## config.mk

```make
export PLATFORM = sky130hd
export DESIGN_NAME = lutc_pair
export DESIGN_NICKNAME = d
export VERILOG_FILES = /design/src/rtl/lutc_pkg.sv /design/src/rtl/lutc_store.sv /design/src/rtl/lutc_oreg.sv /design/src/rtl/lutc_pair.sv
export SDC_FILE = /design/constraint.sdc
export NUM_CORES = 1
export LEC_CHECK = 0
export ABC_AREA = 1
export CAP_MARGIN = 20
export CORE_MARGIN = 2
export CORE_UTILIZATION = 55
export CTS_CLUSTER_SIZE = 16
export DETAILED_ROUTE_END_ITERATION = 8
export DONT_BUFFER_PORTS = 1
export PLACE_DENSITY_LB_ADDON = 0.1
export SETUP_SLACK_MARGIN = 0.15
export SLEW_MARGIN = 20
export SYNTH_ARGS = -nofsm -noshare
export SYNTH_HDL_FRONTEND = slang
export SYNTH_SLANG_ARGS = --single-unit
```

## constraint.sdc

```tcl
create_clock -name clk -period 2.09 [get_ports clk]
set_clock_uncertainty 0.1 [all_clocks]
set_input_delay 0.209 -clock clk [delete_from_list [all_inputs] [get_ports clk]]
set_output_delay 0.209 -clock clk [all_outputs]
set_load 0.005 [all_outputs]
```

## src/rtl/lutc_pkg.sv

```systemverilog
package lutc_pkg;
    typedef enum logic [1:0] {
        MODE_LOGIC = 2'd0,
        MODE_RAM   = 2'd1,
        MODE_SHIFT = 2'd2,
        MODE_SPARE = 2'd3
    } lut_mode_e;
endpackage

```

## src/rtl/lutc_store.sv

```systemverilog
module lutc_store
    import lutc_pkg::*;
#(
    parameter int ADDR_W = 4,
    parameter logic [(1 << ADDR_W) - 1:0] INIT = '0
) (
    input  logic              clk,
    input  logic              rst_n,
    input  lut_mode_e         mode_i,
    input  logic              we_i,
    input  logic [ADDR_W-1:0] waddr_i,
    input  logic              wdata_i,
    input  logic              sin_i,
    input  logic [ADDR_W-1:0] raddr_a_i,
    input  logic [ADDR_W-1:0] raddr_b_i,
    output logic              rdata_a_o,
    output logic              rdata_b_o,
    output logic              last_o
);
    localparam int DEPTH = 1 << ADDR_W;

    logic [DEPTH-1:0] mem;

    // storage: behaviour chosen by the operating mode
    always_ff @(posedge clk or negedge rst_n) begin
        if (!rst_n) begin
            mem <= INIT;
        end else begin
            unique case (mode_i)
                MODE_RAM: begin
                    if (we_i) mem[waddr_i] <= wdata_i;
                end
                MODE_SHIFT: begin
                    if (we_i) mem <= {mem[DEPTH-2:0], sin_i};
                end
                default: begin
                    // logic and spare modes: contents frozen
                end
            endcase
        end
    end

    assign rdata_a_o = mem[raddr_a_i];
    assign rdata_b_o = mem[raddr_b_i];
    assign last_o    = mem[DEPTH-1];

    // no edge changes the contents outside RAM and shift modes
    a_r3_logic_frozen: assert property (@(posedge clk) disable iff (!rst_n)
        (mode_i == MODE_LOGIC || mode_i == MODE_SPARE) |=> $stable(mem));

    // an enabled RAM edge leaves the data at the written address
    a_r4_ram_write: assert property (@(posedge clk) disable iff (!rst_n)
        (mode_i == MODE_RAM && we_i) |=> (mem[$past(waddr_i)] == $past(wdata_i)));

    // a RAM cycle without enable keeps the contents
    a_r4_ram_hold: assert property (@(posedge clk) disable iff (!rst_n)
        (mode_i == MODE_RAM && !we_i) |=> $stable(mem));

    // an enabled shift edge moves every stage up by one
    a_r6_shift_step: assert property (@(posedge clk) disable iff (!rst_n)
        (mode_i == MODE_SHIFT && we_i) |=> (mem == {$past(mem[DEPTH-2:0]), $past(sin_i)}));

    // a shift cycle without enable keeps the contents
    a_r6_shift_hold: assert property (@(posedge clk) disable iff (!rst_n)
        (mode_i == MODE_SHIFT && !we_i) |=> $stable(mem));
endmodule

```

## src/rtl/lutc_oreg.sv

```systemverilog
module lutc_oreg (
    input  logic clk,
    input  logic rst_n,
    input  logic d_i,
    output logic q_o
);
    always_ff @(posedge clk or negedge rst_n) begin
        if (!rst_n) q_o <= 1'b0;
        else        q_o <= d_i;
    end
endmodule

```

## src/rtl/lutc_pair.sv

```systemverilog
module lutc_pair
    import lutc_pkg::*;
#(
    parameter int ADDR_W = 4,
    parameter logic [(1 << ADDR_W) - 1:0] INIT_LO = '0,
    parameter logic [(1 << ADDR_W) - 1:0] INIT_HI = '0
) (
    input  logic              clk,
    input  logic              rst_n,
    input  logic [1:0]        mode_i,
    input  logic [ADDR_W-1:0] addr_i,
    input  logic [ADDR_W-1:0] raddr_i,
    input  logic              sel5_i,
    input  logic              din_i,
    input  logic              we_i,
    output logic              f_o,
    output logic              f2_o,
    output logic              q_o,
    output logic              cascade_o
);
    localparam int NCELL = 2;

    lut_mode_e        mode;
    logic [NCELL-1:0] rd_a;
    logic [NCELL-1:0] rd_b;
    logic [NCELL-1:0] last;
    logic [NCELL-1:0] sin;

    assign mode = lut_mode_e'(mode_i);

    // cell 0 takes the serial input; cell g takes the last stage of cell g-1
    for (genvar g = 0; g < NCELL; g++) begin : g_cell
        if (g == 0) begin : g_head
            assign sin[g] = din_i;
        end else begin : g_link
            assign sin[g] = last[g-1];
        end
        lutc_store #(
            .ADDR_W(ADDR_W),
            .INIT  ((g == 0) ? INIT_LO : INIT_HI)
        ) u_cell (
            .clk      (clk),
            .rst_n    (rst_n),
            .mode_i   (mode),
            .we_i     (we_i),
            .waddr_i  (addr_i),
            .wdata_i  (din_i),
            .sin_i    (sin[g]),
            .raddr_a_i(addr_i),
            .raddr_b_i(raddr_i),
            .rdata_a_o(rd_a[g]),
            .rdata_b_o(rd_b[g]),
            .last_o   (last[g])
        );
    end

    // output selection per mode
    always_comb begin
        unique case (mode)
            MODE_RAM, MODE_SHIFT: f_o = rd_a[0];
            default:              f_o = sel5_i ? rd_a[NCELL-1] : rd_a[0];
        endcase
    end

    assign f2_o      = rd_b[NCELL-1];
    assign cascade_o = last[NCELL-1];

    lutc_oreg u_oreg (
        .clk  (clk),
        .rst_n(rst_n),
        .d_i  (f_o),
        .q_o  (q_o)
    );

    // the registered output lags the primary output by one edge
    a_r8_q_follows: assert property (@(posedge clk) disable iff (!rst_n)
        1'b1 |=> (q_o == $past(f_o)));
endmodule

```

=== Yosys cells after proc, flatten, opt, wreduce, memory -nomap -nowiden ===
Cells that the tools add are included.

* Latch bits: 0
* Memories: 0
* Bits in writable memories: 0
* Register bits after elaboration: 33
* Bits in read-only memories: 0

* $mul: 0
* Magnitude comparators: 3
* Equal/unequal tests: 4
* Shifts and indexed selects: 0
* Add/sub/neg operators: 0
* Divide/modulo/power cells: 0
* Reductions and logical operators: 4
* Muxes and demuxes: 18
* Bitwise gates (word level): 0

{| class="wikitable"
|+ Operators with widths
! kind !! number
|-
| 16-bit 2-to-1 mux || 4
|-
| 16-bit case mux with 2 select lines || 2
|-
| 16-bit bitwise mux || 2
|-
| 1-bit binary-select mux with 4-bit select || 3
|-
| 4-bit by 5-bit < comparator with 1-bit output, second input constant || 2
|-
| 1-bit 2-to-1 mux || 6
|-
| 1-bit demux with 4-bit select || 1
|-
| 4-bit by 1-bit greater-or-equal comparator with 1-bit output, second input constant || 1
|-
| 2-bit != test, second input constant || 2
|-
| 3-bit AND reduction || 1
|-
| 2-bit by 1-bit == test with 1-bit output, second input constant || 1
|-
| 2-bit == test, second input constant || 1
|-
| 2-bit nonzero test || 1
|-
| 2-bit OR reduction || 1
|-
| 1-bit logical AND || 1
|}

=== Logic depth before layout (Yosys ltp) ===
Gate-level depths: netlist (run 1).

* Depth after elaboration: 7
* Gate-level depth with buffers: 11

=== Cells and area by module ===
A second synthesis (run 1) with hierarchy kept.

* Cells, all modules: 478
* Area total of the unflattened synthesis: 2810.2 µm²

{| class="wikitable"
|+ Modules (own cells, without submodules)
! module !! times used !! cells each !! area an instance (µm²) !! sequential area each (µm²)
|-
| lutc_store (g_cell[1].u_cell) || 1 || 233 || 1393.8 || 400.4
|-
| lutc_store (g_cell[0].u_cell) || 1 || 232 || 1342.5 || 400.4
|-
| lutc_pair || 1 || 12 || 48.8 || 0.0
|-
| lutc_oreg || 1 || 1 || 25.0 || 25.0
|}

=== Least setup slack after synthesis (run 1) ===
Ideal clock, no wire load.

* Kind: input to register
* From: input mode_i[0]
* To: register g_cell[0].u_cell.mem[10]
* Library setup time: 127 ps
* Path buffers: 2
* Required time: 1863 ps
* Slack: 731 ps
* Arrival time: 1132 ps
* Stages on the path: 8
* Path through: inv_1 ha_1 buf_6 o21ai_4 buf_4 nor2_1 nand2_1 o21ai_0

* Longest elaborated chain between the ends: 3
* Elaborated cells between the ends (all ways): 7
* Classes of those cells: eq/ne (4); mux (1); reduce/logical (2)

{| class="wikitable"
|+ Ends and longest elaborated chain
! item !! line !! text
|-
| start, declared || lutc_pair.sv:10 || <nowiki>input logic [1:0] mode_i,</nowiki>
|-
| 2-bit == test or 2-bit by 1-bit == test with 1-bit output (tied branches) || lutc_store.sv:29 || <nowiki>unique case (mode_i)</nowiki>
|-
| 2-bit != test (no source line) or 2-bit nonzero test (tied branches) || n/a ||
|-
| 3-bit AND reduction (no source line) || n/a ||
|-
| end signal, assigned by index || lutc_store.sv:31 || <nowiki>if (we_i) mem[waddr_i] <= wdata_i;</nowiki>
|-
| end signal, assigned || lutc_store.sv:34 || <nowiki>if (we_i) mem <= {mem[DEPTH-2:0], sin_i};</nowiki>
|-
| end, declared || lutc_store.sv:22 || <nowiki>logic [DEPTH-1:0] mem;</nowiki>
|}

Several ways; a longest one is shown, not always the timed one.
A chain may end at the register's enable or synchronous reset.

=== Worst setup path in the final report (run 1) ===
* From: register g_cell[1].u_cell.mem[0]
* To: output f_o

* Longest elaborated chain between the ends: 4

{| class="wikitable"
|+ Ends and longest elaborated chain
! item !! line !! text
|-
| start, declared || lutc_store.sv:22 ||
|-
| start signal, assigned by index || lutc_store.sv:31 ||
|-
| start signal, assigned || lutc_store.sv:34 ||
|-
| 1-bit binary-select mux with 4-bit select || lutc_store.sv:43 || <nowiki>assign rdata_a_o = mem[raddr_a_i];</nowiki>
|-
| 1-bit 2-to-1 mux (implied by the code) || lutc_store.sv:43 ||
|-
| 1-bit 2-to-1 mux || lutc_pair.sv:61 || <nowiki>default: f_o = sel5_i ? rd_a[NCELL-1] : rd_a[0];</nowiki>
|-
| 1-bit 2-to-1 mux || lutc_pair.sv:59 || <nowiki>unique case (mode)</nowiki>
|-
| end, declared || lutc_pair.sv:16 || <nowiki>output logic f_o,</nowiki>
|}

Every way passes these cells. The select of a mux whose other input is x is not followed.

==> summary.txt, run 1 <==
Sink Count - 33
Most common cell in the netlist - nand2_1
ANT nets after route - 0
Finished Core Util - 60.2%
F_max - 593 MHz
Die width - 69.4 um
Initial antenna violation count - 0
Final TNS setup - 0 ns
Main combinational cell family by area after synthesis - simple AND/OR/NAND/NOR gates
Vias in the first global route - 1962
Reg-to-reg startpoint - g_cell[1].u_cell.mem[0]
Starting Density - 57.9%
FF+latch area - 826 um^2
First-pass DRT Iterations - 4
Sequential fraction of the synthesis area - 35.1%
Worst Path Buf+Inv - 1
Status - finished, final reports clean
Nets@finish - 380
Tcrit/Tclk final - 80.7%
First-pass GRT wire length - 9540 um
Die Y - 69.4 um
Final Max Slew Viols - 0
Multi-input logic area - 1230 um^2
Layout cell share with drive strength beyond 1 - 6.61%
Clk slew on worst S/H paths - 0.06 ns
Asr flop ratio synth - 100%
Row Count - 23
Cell taking the most area after synthesis - dfrtp_1
Slew @ Worst Pin - 0.559 ns
Crit-path most repeated cell - nand2_1
Synthesized instance count - 365
Routed via count - 2132
Core area - 4060 um^2
PortBufs - 0
Synth Cell Area - 2350 um^2
Worst Hold Class - primary input to flop
Routability Congestion - 0.911
Area share of fa/ha/maj cells after synthesis - 1.06%
Setup slack, reg-to-reg - 0.78 ns
Worst r2r dst - u_oreg.q_o
Fill cell count - 402
Number of synthesized register bits - 33
CP Capture Type - output pin
Compound-Gate Fraction of Synth Area - 18.0%
Critical path's largest stage delay - 0.35 ns
Worst Hold Path Cells - 4
P&R area growth vs syn - 3.94%
DRT Wirelength - 5540 um
WP data arrival - 1.38 ns
RSZ-0062 raised after global routing - false
Synth top area cells - dfrtp_1, nand2_1, o21ai_0, nor2_1, inv_1
Syn avg cell area - 6.44 um^2
Num CTS Buffers - 5
Pwr Density - 677 nW/um^2
CTS tree - yes
Post-synth top area share - 35.1%
Fin. Hold Viols - 0
# diodes - 0
Residual DRC - 0
Period minus WS final - 1.69 ns
CP startpoint kind - flop
Crit path launch - g_cell[1].u_cell.mem[0]
CP Cell Sequence - inv_1, o21ai_0, nand2_1, nand2_1, nand2_1, nand3_1, nor2_1, nor2_1
H-tree levels - 2
Worst relative slew slack - 62.6%
Maximum number of pins on one net before global-route repair - 34
Post-DP HPWL - 3990 um
Worst vdd ir - 0.000367 V
Clock Latency Late Sink - 0.28 ns
Post-Synth XOR/XNOR Area - 0%
DRC marker count from the first detailed-route iteration - 146
Post-synth EDFFs - 0
HP Start - din_i
WS Path Type - flop to output pin
CP Max Fanout - 3
Simple-gate share of the synthesized area - 33.2%
CTS Root Cell - clkbuf_8
IO Count - 19
CP required - 1.78 ns
Critical path's top delay family - simple AND/OR/NAND/NOR gates
Total GRT Usage - 24.8%
Crit path max-delay cell type - dfrtp_1
Post-synthesis mux area share - 0%
Synth cell count leaders - nand2_1, nor2_1, o21ai_0
Pleak - 1.12 nW
Grt total ovfl - 0
R2R cell count - 8
Final setup vio count - 0
Via density - 5.16
Most used DFF post-synth - dfrtp_1
Synth warn - 0
Max Cap Viol - 0
Die area - 4810 um^2
CTS max path bufs - 2
Library cells used by synthesis - 27
WL/cell - 13.4 um
Min-Delay Endpoint - g_cell[1].u_cell.mem[0]
Syn_nets - 382
logic make-up (layout without fill, tap and decap cells):
logic type               after synthesis  count (layout)
flip-flops                            33              33
adder cells (fa/ha/maj)                2               2
AO/OA/AOI/OAI                         80              80
buffers and inverters                 60              58
AND/OR/NAND/NOR                      190             190
metrics by stage:
stage	power (mW)	cell area, um^2	worst slack [ns]	cells	hold WS (ns)
after floorplan	1.09	2350	0.731	365	-0.187
after global placement	1.15	2320	0.536	403	-0.186
after detailed placement	1.15	2320	0.517	403	-0.186
after CTS	1.67	2440	0.393	413	0.121
after global routing	1.77	2440	0.278	413	0.172
final	1.65	2440	0.404	413	0.132
flip-flops by register name, summed over array words and instances, names as in the netlist:
| register | flops |
|---|---|
| g_cell.u_cell.mem | 32 |
| u_oreg.q_o | 1 |
worst reg2reg max path: cells and delay by family, from the launching register on:
family | cells | cell delay (ns)
AOI/OAI and AO/OA | 1 | 0.16
DFF | 1 | 0.35
buffers and inverters | 1 | 0.06
and+or+nand+nor | 6 | 0.53
metal layers:
metal / vias up / part of all wire [%] / track usage, % / routed length, um
met5: - / 0 / 0 / 0
met4: 0 / 0.63 / 3.92 / 35
met3: 5 / 6.2 / 6.83 / 343
met2: 48 / 47 / 40.7 / 2580
met1: 939 / 47 / 33.3 / 2580
li1: 1140 / - / - / -
cell type report:
cell class	instances	area share (%)
Multi-Input combinational cell	272	50.3
Timing Repair Buffer	5	2.25
Clock buffer	7	3.53
Sequential cell	33	33.8
Tap cell	50	2.56
Inverter	46	7.58
worst max path at each step:
stage                               endpoint  slack, ns  cells past startpoint
global route                             f_o       0.28                      8
floorplan           g_cell[0].u_cell.mem[10]       0.73                      8
detailed placement   g_cell[0].u_cell.mem[8]       0.52                      9
finish                                   f_o       0.40                      8
CTS                                      f_o       0.39                      8
global placement     g_cell[0].u_cell.mem[8]       0.54                      9
report_power, final:
group | total [mW] | switching (mW) | internal [mW]
Sequential | 0.793 | 0.0523 | 0.741
Clock | 0.492 | 0.231 | 0.261
Combinational | 0.368 | 0.243 | 0.125
cells in the final DEF (no fill, tap or decap):
master	instances
nor2_2	4
nand2_2	2
o21ai_1	10
nand2_8	1
clkbuf_8	6
clkbuf_1	1
nor2_1	59
buf_12	1
inv_2	2
nand2_4	2
o21ai_4	1
nand3_1	8
buf_4	2
a21oi_1	5
inv_8	1
dfrtp_1	33
nor2_4	1
nand3b_1	1
dlygate4sd3_1	2
inv_6	1
nand2_1	112
o21ai_0	59
o22ai_1	1
ha_1	2
o211ai_1	4
inv_1	42
timing repair:
action | 4_1_cts | 5_1_grt
resized for setup | 0 | 0
endpoints found under the hold margin | 34 | 0
hold buffers | 3 | 0
buffers inserted | 0 | 0
Power figures use the tool's default switching activity.
==> run 2: changes to the inputs <==
==> constraint.sdc (replaced) <==
create_clock -name clk -period 1.6 [get_ports clk]
set_clock_uncertainty 0.1 [all_clocks]
set_input_delay 0.16 -clock clk [delete_from_list [all_inputs] [get_ports clk]]
set_output_delay 0.16 -clock clk [all_outputs]
set_load 0.005 [all_outputs]
==> run 2 against run 1 <==
Net effect:
- first-iteration DRC count decreased by 3.4%
- utilization increased by 1.4 points
- sequential share of layout area decreased by 0.74 points
- largest cell class unchanged
- combinational power increased by 40%
- sequential power increased by 32%
==> summary.txt, run 2 (synthesis gave the netlist of run 1 again) <==
Multi-input logic area - 1250 um^2
Row Count - 23
CP startpoint kind - flop
Sink Count - 33
Finished Core Util - 61.6%
# diodes - 0
H-tree levels - 2
Worst vdd ir - 0.000578 V
Fill cell count - 394
Num CTS Buffers - 5
Comb power frac - 23.7%
Die area - 4810 um^2
Initial antenna violation count - 0
DRC marker count from the first detailed-route iteration - 141
CTS Root Cell - clkbuf_8
CP required - 1.34 ns
Crit-path most repeated cell - nand2_1
RSZ-0062 raised after global routing - true
Commonest non-fill, non-tap cell in the layout - nand2_1
CP Max Fanout - 3
Grt total ovfl - 0
Critical path's top delay family - simple AND/OR/NAND/NOR gates
Status - finished, final reports clean
PnR Total Power - 2.18 mW
ANT nets after route - 0
P&R area growth vs syn - 6.28%
Vias in the first global route - 2151
WL/cell - 13.8 um
Sequential group share of total power - 47.9%
PortBufs - 0
Clk slew on worst S/H paths - 0.07 ns
Most frequent cells in the layout - nand2_1, nor2_1, o21ai_0
Pleak - 1.15 nW
Die width - 69.4 um
Total GRT Usage - 25.9%
FF+latch area - 826 um^2
Period minus WS final - 1.54 ns
DRT Wirelength - 5780 um
Worst relative slew slack - 80.7%
Regs by FF count - g_cell.u_cell.mem x32, u_oreg.q_o x1
Core area - 4060 um^2
Final setup vio count - 0
Crit path max-delay cell type - dfrtp_1
IO Count - 19
Tcrit/Tclk final - 96.1%
Layout cell share with drive strength beyond 1 - 11.4%
Die Y - 69.4 um
Final TNS setup - 0 ns
Max FFs per register - 32
F_max - 650 MHz
Register name with the most flops - g_cell.u_cell.mem
Via density - 5.30
Switching power total - 0.717 mW
Nets@finish - 384
WP data arrival - 1.28 ns
Worst Hold Class - primary input to flop
Clock power share - 28.4%
CTS max path bufs - 2
First-pass DRT Iterations - 4
WS Path Type - flop to output pin
CTS tree - yes
Routability Congestion - 0.886
Final Max Slew Viols - 0
CP Cell Sequence - inv_2, o21ai_2, nand2_1, nand2_1, nand2_1, nand3_2, nor2_2, nor2_2
Residual DRC - 0
Max Cap Viol - 0
Clock Latency Late Sink - 0.29 ns
Internal Power - 1.46 mW
Pwr Density - 873 nW/um^2
Worst Path Buf+Inv - 1
Post-DP HPWL - 4100 um
CP Capture Type - output pin
Sw frac - 32.9%
Fin. Hold Viols - 0
Routed via count - 2215
Slew @ Worst Pin - 0.289 ns
Starting Density - 57.9%
Critical path's largest stage delay - 0.37 ns
Maximum number of pins on one net before global-route repair - 34
First-pass GRT wire length - 9990 um
## run 2: changes by cell type in the layout (fill, tap and decap cells not counted), moves of 2 or more
cell,before,now
buf_4,2,5
o21ai_1,10,13
nor2_1,59,56
inv_2,2,11
o21ai_0,59,55
inv_1,42,33
nor2_2,4,7
clkbuf_1,1,3
## run 2: metal layers
| metal | up-vias | share of wire, % | GRT usage (%) |
|---|---|---|---|
| li1 | 1150 | - | - |
| met2 | 56 | 47 | 42.4 |
| met4 | 0 | 1.8 | 8.71 |
| met5 | - | 0 | 0 |
| met1 | 997 | 45 | 33.0 |
| met3 | 12 | 6.0 | 7.12 |
## run 2: worst paths after layout
path | from | end | slack (ns) | depth (start not counted)
worst max-delay path | g_cell[1].u_cell.mem[2] | f_o | 0.06 | 8
min in group asynchronous | rst_n | g_cell[1].u_cell.mem[7] | 0.24 | 2
worst min-delay path | din_i | g_cell[1].u_cell.mem[0] | 0.09 | 4
worst max register to register | g_cell[0].u_cell.mem[6] | u_oreg.q_o | 0.43 | 8
worst min register to register | g_cell[0].u_cell.mem[15] | g_cell[0].u_cell.mem[15] | 0.43 | 2
max in group asynchronous | rst_n | g_cell[1].u_cell.mem[14] | 0.97 | 2
## run 2: worst register-to-register path, cell delays in order (launching register included)
cell and delay [ns]:
dfrtp_1 0.38, inv_2 0.07, nor2_1 0.05, nor2_1 0.12, nand2_1 0.07, nand2_1 0.07
nand2_1 0.06, nor2_2 0.11, nor2_2 0.05
## run 2: area by class of cell
cell class | count | area share, %
multi-input combinational | 272 | 49.9
inverter | 46 | 7.41
sequential | 33 | 33.0
clock buffer | 8 | 3.20
timing repair buffer | 9 | 3.91
tap | 50 | 2.50
## run 2: repair_timing
item	4_1_cts	5_1_grt
hold buffers	3	0
setup endpoints to repair	2	2
endpoints found under the hold margin	34	0
buffers inserted	0	2
gates resized for setup	10	9
pin swaps	2	10
## run 2: power by group through the flow
stage	clock (mW)	sequential [mW]	combinational, mW
detailed placement	0	1.06	0.463
CTS	0.629	1.04	0.500
finish	0.619	1.05	0.517
global route	0.672	1.06	0.600
global placement	0	1.05	0.456
floorplan	0	1.03	0.398
## run 2: through the flow
stage	setup WS [ns]	hold WS (ns)	cells	instance area (um^2)
after detailed placement	0.231	-0.235	405	2340
after CTS	0.0755	0.0886	416	2470
after global routing	-0.0471	0.104	418	2500
after global placement	0.266	-0.235	405	2340
final	0.0624	0.0872	418	2500
after floorplan	0.290	-0.236	365	2350
==> run 3: changes to the inputs <==
--- a/config.mk
+++ b/config.mk
@@ -5,10 +5,11 @@
 export SDC_FILE = /design/constraint.sdc
 export NUM_CORES = 1
 export LEC_CHECK = 0
-export ABC_AREA = 1
+export ABC_AREA = 0
 export CAP_MARGIN = 20
 export CORE_MARGIN = 2
 export CORE_UTILIZATION = 55
+export CTS_CLUSTER_DIAMETER = 120
 export CTS_CLUSTER_SIZE = 16
 export DETAILED_ROUTE_END_ITERATION = 8
 export DONT_BUFFER_PORTS = 1
==> run 3 against run 2 <==
Net effect:
- the run now ends with negative setup slack left
- cell area up 8.0%
- total power is 10% lower
- first-iteration DRC count increased by 11%
- non-clock buffer count grew 21
- register-to-register slack worse by 0.43 ns
- hold slack worse by 0.059 ns
- critical endpoint is now f2_o
- sequential power fell by 9.7%
==> summary.txt, run 3 <==
Status - complete, but fails checks
Failing checks - negative setup slack
Synth warn - 0
PortBufs - 0
Clk slew on worst S/H paths - 0.06 ns
Number of synthesized register bits - 33
Commonest non-fill, non-tap cell in the layout - nand2_1
Core area - 3970 um^2
CP Capture Type - output pin
Switching power total - 0.529 mW
F_max - 517 MHz
Clock power share - 31.1%
Most common cell in the netlist - nand2_1
IO Count - 19
DRT Wirelength - 5580 um
CP startpoint kind - flop
Worst relative slew slack - 69.0%
CP required - 1.34 ns
Sw frac - 27.0%
ANT nets after route - 0
Synth Cell Area - 2260 um^2
Crit path max-delay cell type - mux4_2
Post-synth top area share - 36.5%
Tcrit/Tclk final - 121%
Pleak - 1.36 nW
CTS tree - yes
Sequential group share of total power - 48.4%
Residual DRC - 0
Post-synth EDFFs - 0
Critical path's largest stage delay - 0.50 ns
Layout cell share with drive strength beyond 1 - 34.4%
Most frequent cells in the layout - nand2_1, dfrtp_1, buf_4
Final Max Slew Viols - 0
CP Cell Sequence - mux4_2, mux4_2
Row Count - 23
Grt total ovfl - 0
Max Cap Viol - 0
Sink Count - 33
Library cells used by synthesis - 33
Maximum number of pins on one net before global-route repair - 34
Synth cell count leaders - nand2_1, dfrtp_1, mux2_2
First-pass GRT wire length - 9300 um
Worst Path Buf+Inv - 0
Syn_nets - 248
Routability Congestion - 0.892
Nets@finish - 272
Num CTS Buffers - 5
Register name with the most flops - g_cell.u_cell.mem
WL/cell - 18.2 um
Vias in the first global route - 1893
RSZ-0062 raised after global routing - true
Pwr Density - 725 nW/um^2
Worst Hold Class - primary input to flop
P&R area growth vs syn - 19.1%
Placed cell areas - 2540 um^2
Period minus WS final - 1.93 ns
Post-DP HPWL - 4090 um
Regs by FF count - g_cell.u_cell.mem x32, u_oreg.q_o x1
Worst vdd ir - 0.000521 V
Synth top area cells - dfrtp_1, mux2_2, nand2_1, mux4_2, mux4_1
Clock Latency Late Sink - 0.29 ns
Final setup vio count - 2
H-tree levels - 2
Slew @ Worst Pin - 0.464 ns
Initial antenna violation count - 0
CTS Root Cell - clkbuf_8
WP data arrival - 1.67 ns
Die width - 68.2 um
Crit-path most repeated cell - mux4_2
Cell taking the most area after synthesis - dfrtp_1
Max FFs per register - 32
Synthesized instance count - 231
Comb power frac - 20.4%
Routed via count - 1812
Asr flop ratio synth - 100%
First-pass DRT Iterations - 4
PnR Total Power - 1.96 mW
Critical path's top delay family - multiplexers
DRC marker count from the first detailed-route iteration - 156
CP Max Fanout - 2
Die area - 4650 um^2
Final setup margin - -0.333 ns
Fin. Hold Viols - 0
WS Path Type - flop to output pin
Total GRT Usage - 27.9%
Sequential fraction of the synthesis area - 36.5%
Fin area - 2700 um^2
CTS max path bufs - 2
Via density - 5.92
Most used DFF post-synth - dfrtp_1
Finished Core Util - 67.9%
# diodes - 0
Die Y - 68.2 um
Syn avg cell area - 9.80 um^2
Starting Density - 57.0%
Worst slack at placement - -0.0417 ns
Internal Power - 1.43 mW
run 3: power groups by stage:
| stage | sequential (mW) | combinational (mW) | clock, mW |
|---|---|---|---|
| 2_1_floorplan | 0.950 | 0.294 | 0 |
| 3_3_place_gp | 0.955 | 0.353 | 0 |
| 3_5_place_dp | 0.960 | 0.361 | 0 |
| 4_1_cts | 0.946 | 0.399 | 0.616 |
| 5_1_grt | 0.954 | 0.438 | 0.661 |
| 6_report | 0.948 | 0.400 | 0.609 |
run 3: logic make-up (layout without fill, tap and decap cells):
group	after synthesis	count (layout)	share of synthesized area (%)
AND/OR/NAND/NOR	98	98	20.2
AO/OA/AOI/OAI	33	33	8.73
buffers and inverters	18	43	4.36
flip-flops	33	33	36.5
multiplexers	47	47	29.2
adder cells (fa/ha/maj)	2	2	1.10
run 3: area by class of cell:
type,count,area (um^2)
inverters,5,18.8
multi-input cells,180,1460
repair buffers,30,248
fillers,323,1270
well taps,50,62.6
flip-flops and latches,33,826
clock buffers,8,80.1
run 3: what timing repair did:
item                                   4_1_cts  5_1_grt
hold buffers                                 5        0
setup endpoints to repair                    3        3
buffers inserted                             1        1
gates resized for setup                      3        0
pin swaps                                    2        1
endpoints found under the hold margin       36        0
run 3: worst reg2reg max path, delay by kind of cell (launching register included):
family          cells  cell delay [ns]
compound gates      2             0.25
flops               1             0.40
mux                 1             0.49
simple gates        1             0.23
run 3: final timing paths:
path,from,to,slack (ns),cells past startpoint
min reg2reg,g_cell[0].u_cell.mem[2],g_cell[0].u_cell.mem[2],0.45,1
min in group asynchronous,rst_n,g_cell[1].u_cell.mem[9],0.22,2
min,din_i,g_cell[1].u_cell.mem[0],0.03,2
max in group asynchronous,rst_n,g_cell[1].u_cell.mem[0],1.01,2
max reg2reg,g_cell[1].u_cell.mem[7],u_oreg.q_o,0,4
max,g_cell[1].u_cell.mem[14],f2_o,-0.33,2
run 3: through the flow:
step	instances	hold slack (ns)	setup TNS (ns)
2_1_floorplan	231	-0.236	0
3_3_place_gp	291	-0.235	-0.0219
3_5_place_dp	291	-0.235	-0.0968
4_1_cts	305	0.0341	-0.633
5_1_grt	306	0.0632	-0.771
6_report	306	0.0280	-0.647
run 3: per-layer routing:
metal | up-vias | wire [um] | GRT usage [%]
li1 | 852 | - | -
met1 | 898 | 2500 | 36.5
met2 | 56 | 2670 | 46.4
met3 | 6 | 339 | 5.59
met4 | 0 | 63 | 8.50
met5 | - | 0 | 0
